### src/rtl/irq_dest_match.sv
module irq_dest_match #(
  parameter int EXT_W = 32,
  parameter int LEG_W = 8,
  parameter logic [EXT_W-1:0] LEG_MAX_ID = 'hFE,
  parameter logic [EXT_W-1:0] EXT_MAX_ID = 'hFFFF_FFFE
) (
  input  logic             clk,
  input  logic             rst_n,
  input  logic             msg_valid,
  input  logic             msg_logical,
  input  logic [EXT_W-1:0] msg_dest,
  input  logic             ext_mode,
  input  logic [EXT_W-1:0] cfg_phys_id,
  input  logic [EXT_W-1:0] cfg_log_id,
  input  logic             cfg_cluster,
  output logic             accept,
  output logic             id_range_err
);
  localparam int LH = LEG_W / 2;
  localparam int EH = EXT_W / 2;

  logic [LEG_W-1:0] ld, ll, lp;
  logic leg_phys_hit, leg_flat_hit, leg_clu_hit, ext_phys_hit, ext_log_hit, hit;

  assign ld = msg_dest[LEG_W-1:0];
  assign ll = cfg_log_id[LEG_W-1:0];
  assign lp = cfg_phys_id[LEG_W-1:0];

  assign leg_phys_hit = (ld == '1) || (ld == lp);
  assign leg_flat_hit = |(ld & ll);
  assign leg_clu_hit  = ((ld[LEG_W-1:LH] == '1) || (ld[LEG_W-1:LH] == ll[LEG_W-1:LH]))
                        && |(ld[LH-1:0] & ll[LH-1:0]);
  assign ext_phys_hit = (msg_dest == '1) || (msg_dest == cfg_phys_id);
  assign ext_log_hit  = (msg_dest[EXT_W-1:EH] == cfg_log_id[EXT_W-1:EH])
                        && |(msg_dest[EH-1:0] & cfg_log_id[EH-1:0]);

  always_comb begin
    if (ext_mode) hit = msg_logical ? ext_log_hit : ext_phys_hit;
    else if (!msg_logical) hit = leg_phys_hit;
    else hit = cfg_cluster ? leg_clu_hit : leg_flat_hit;
  end

  always_ff @(posedge clk or negedge rst_n)
    if (!rst_n) accept <= 1'b0;
    else        accept <= msg_valid && hit;

  assign id_range_err = cfg_phys_id > (ext_mode ? EXT_MAX_ID : LEG_MAX_ID);

  assert_idle_clear_R10: assert property (@(posedge clk) disable iff (!rst_n)
    !msg_valid |=> !accept);

  assert_leg_bcast_R3: assert property (@(posedge clk) disable iff (!rst_n)
    (msg_valid && !ext_mode && !msg_logical && msg_dest[LEG_W-1:0] == '1) |=> accept);

  assert_ext_bcast_R8: assert property (@(posedge clk) disable iff (!rst_n)
    (msg_valid && ext_mode && !msg_logical && msg_dest == '1) |=> accept);

  assert_clu_nobit_R6: assert property (@(posedge clk) disable iff (!rst_n)
    (msg_valid && !ext_mode && msg_logical && cfg_cluster
     && msg_dest[LH-1:0] == '0) |=> !accept);

  assert_ext_nobit_R7: assert property (@(posedge clk) disable iff (!rst_n)
    (msg_valid && ext_mode && msg_logical && msg_dest[EH-1:0] == '0) |=> !accept);

  assert_leg_range_R9: assert property (@(posedge clk) disable iff (!rst_n)
    (!ext_mode && cfg_phys_id[LEG_W-1:0] == '1) |-> id_range_err);

  assert_reset_low_R1: assert property (@(posedge clk) !rst_n |=> !accept);
endmodule

### config.mk
export PLATFORM = sky130hd
export DESIGN_NAME = irq_dest_match
export DESIGN_NICKNAME = d
export VERILOG_FILES = /design/src/rtl/irq_dest_match.sv
export SDC_FILE = /design/constraint.sdc
export NUM_CORES = 1
export LEC_CHECK = 0
export BUFFER_PORTS_ARGS = -buffer_cell sky130_fd_sc_hd__buf_2
export CORE_ASPECT_RATIO = 0.75
export CORE_MARGIN = 2
export CORE_UTILIZATION = 40
export DETAILED_ROUTE_END_ITERATION = 10
export MAX_ROUTING_LAYER = met4
export PLACE_DENSITY = 0.79
export SYNTH_ARGS = -nofsm -noshare
export SYNTH_HDL_FRONTEND = slang
export SYNTH_SLANG_ARGS = --single-unit
### constraint.sdc
create_clock -name clk -period 7.2 [get_ports clk]
set_clock_uncertainty 0.2 [all_clocks]
set_input_delay 1.08 -clock clk [delete_from_list [all_inputs] [get_ports clk]]
set_output_delay 1.08 -clock clk [all_outputs]
set_load 0.005 [all_outputs]
==> summary.md <==
| Metric | Value |
|---|---|
| Core Box Area | `3270 sq um` |
| Drt via density | `5.57` |
| Crit path max-delay family | `compound AO/OA/AOI/OAI gates` |
| Pwr Total | `0.119 mW` |
| Post-CTS Resized | `0` |
| Aggregate global-route resource usage | `24.8%` |
| Setup violators final | `0` |
| CP Buf/Inv Count | `3` |
| Synthesized area per cell | `8.30 sq um` |
| Routed WL | `4880 um` |
| Total gr overflow | `0` |
| Rel. slew slack | `42.9%` |
| Ranking of synthesized cells by area | `xnor2_1 31%, ha_1 26%, nand4_1 12%` |
| P&R area growth vs syn | `41.5%` |
| RSZ-0062 raised after global routing | `false` |
| Total Nets Final | `399` |
| Tightest Pin Transition | `0.856 ns` |
| Hpwl dp | `4490 um` |
| Vias in the first global route | `1630` |
| Worst-path cell chain | `buf_2 -> inv_1 -> ha_1 -> a21o_1 -> a21o_1 -> a211o_1 -> a22oi_1 -> a21boi_1 -> buf_2` |
| Final worst-path cycle share | `62.1%` |
| Nature of the critical path endpoint | `primary output` |
| Setup TNS | `0 ns` |
| Antenna Cells | `0` |
| Max Cap Viol | `0` |
| Via count | `1709` |
| Setup Fix Bufs, Post-CTS | `0` |
| CP peak stage delay | `0.62 ns` |
| Mapped Cells | `164` |
| Initial DRC count | `71` |
| Max Clock Freq | `0.224 GHz` |
| Initial core utilization | `41.7%` |
| Largest area contributor in the netlist | `xnor2_1` |
| Fill count | `340` |
| RePlAce Congestion | `0.859` |
| Final hold vios | `0` |
| Hold_buf cts | `0` |
| DRT Pass-1 Iters | `4` |
| Layout cells sized above 1 | `39.7%` |
| Worst path required time | `5.92 ns` |
| Yosys top cell area share | `30.9%` |
| Synth Cell Area | `1360 sq um` |
| Max reg flops | `1` |
| Most common cell after layout, fill and taps aside | `buf_2` |
| Full die area | `3890 sq um` |
| Final ANT Viol Nets | `0` |
| PortBufs | `103` |
| Kind of critical path | `in -> out` |
| Antenna violations before repair | `0` |
| Drc violations | `0` |
| WL/cell | `15.9 um` |
| Post-synth net total | `294` |
| Peak supply drop | `0.0229 mV` |
| Largest net degree at the start of global routing | `26` |
| Status | `complete, no violations` |
| # IOs | `104` |
| DIE WIDTH | `71.4 um` |
| Hold WS | `0.656 ns` |
| Clock transition at the registers of the reported paths | `0 ns` |
| Pleak | `0.903 nW` |
| Crit path launch type | `input port` |
| Row count | `18` |
| CP max-delay cell | `inv_1` |
| Arr. time, crit path | `3.19 ns` |
| Worst hold path type | `in -> async` |
| Register bit total from synthesis | `1` |
| Crit path time final | `4.47 ns` |
| Sequential area share after synthesis | `1.84%` |
| Most flop-heavy register | `accept` |
| Commonest non-fill, non-tap cells in the layout | `103 x buf_2, 48 x xnor2_1, 28 x ha_1` |
| Fin. max-slew vios | `0` |
| Die Y | `54.5 um` |
| Yosys warns | `0` |
| Power density over cell area | `62.0 nW/um^2` |
| Area post-placement | `1930 sq um` |
| First-pass GRT wire length | `7440 um` |
| Final Cell Area | `1930 sq um` |
| Count of cell types in the netlist | `32` |
| Largest fanout on the critical path | `25` |
| Biggest regs | `accept (1)` |
==> cells in the mapped netlist <==
master     instances
inv_1              3
a22o_1             3
xnor2_1           48
a211o_1            1
nand2_2            1
nand3b_1           1
and4_1             2
a21boi_1           1
nor3_1             2
o211a_1            1
a221oi_1           1
a21o_1             5
o22ai_1            1
nor2b_1            1
nand3_1            1
nand2_1            4
a22oi_1            3
nor4b_2            1
o21ai_0            4
nor4_1             6
nand4_1           26
o211ai_1           1
dfrtp_1            1
a211oi_1           1
a221o_1            1
nor4_2             1
o41ai_1            1
a21oi_1           10
or4_1              2
ha_1              28
a2111oi_0          1
nor2_1             1
==> power breakdown <==
group	switching [mW]	leakage (nW)	internal, mW
Sequential	0.0000634	0.0131	0.00609
Combinational	0.0554	0.890	0.0578
Clock	0	0	0
==> final cells by class <==
class / instances / area, sq um / area share (%)
well taps: 40 / 50.0 / 2.60
inverters: 3 / 11.3 / 0.584
flip-flops and latches: 1 / 25.0 / 1.30
repair buffers: 103 / 515 / 26.8
multi-input cells: 160 / 1330 / 68.8
==> through the flow <==
stage | setup WS, ns | cells | utilization (%)
6_report | 2.73 | 307 | 59.0
5_1_grt | 2.57 | 307 | 59.0
4_1_cts | 2.74 | 307 | 59.0
3_5_place_dp | 2.73 | 307 | 59.0
3_3_place_gp | 2.78 | 307 | 59.0
2_1_floorplan | 3.21 | 164 | -
==> per-layer routing <==
| layer | track usage, % | routed length (um) | part of all wire [%] |
|---|---|---|---|
| met4 | 0.629 | 3 | 0.062 |
| met5 | - | 0 | 0 |
| met2 | 41.8 | 2190 | 45 |
| met3 | 2.39 | 359 | 7.4 |
| met1 | 34.2 | 2320 | 48 |
==> final timing paths <==
path / slack [ns] / end / cells after the start / startpoint
max: 2.73 / id_range_err / 9 / ext_mode
min: 0.66 / accept / 1 / rst_n
max in group asynchronous: 6.06 / accept / 1 / rst_n
min in group clk: 1.17 / accept / 2 / msg_valid
==> cell families (layout without fill, tap and decap cells) <==
logic type                 count (synthesis)  count (layout)  synth area share, %
and+or+nand+nor                           49              49                 23.1
xor gates and xnor gates                  48              48                 30.9
AOI/OAI and AO/OA                         35              35                 17.6
adders and majority gates                 28              28                 25.7
buffers and inverters                      3             106                0.827
DFF                                        1               1                 1.84
Note: power is estimated with default switching activity, not from simulation.
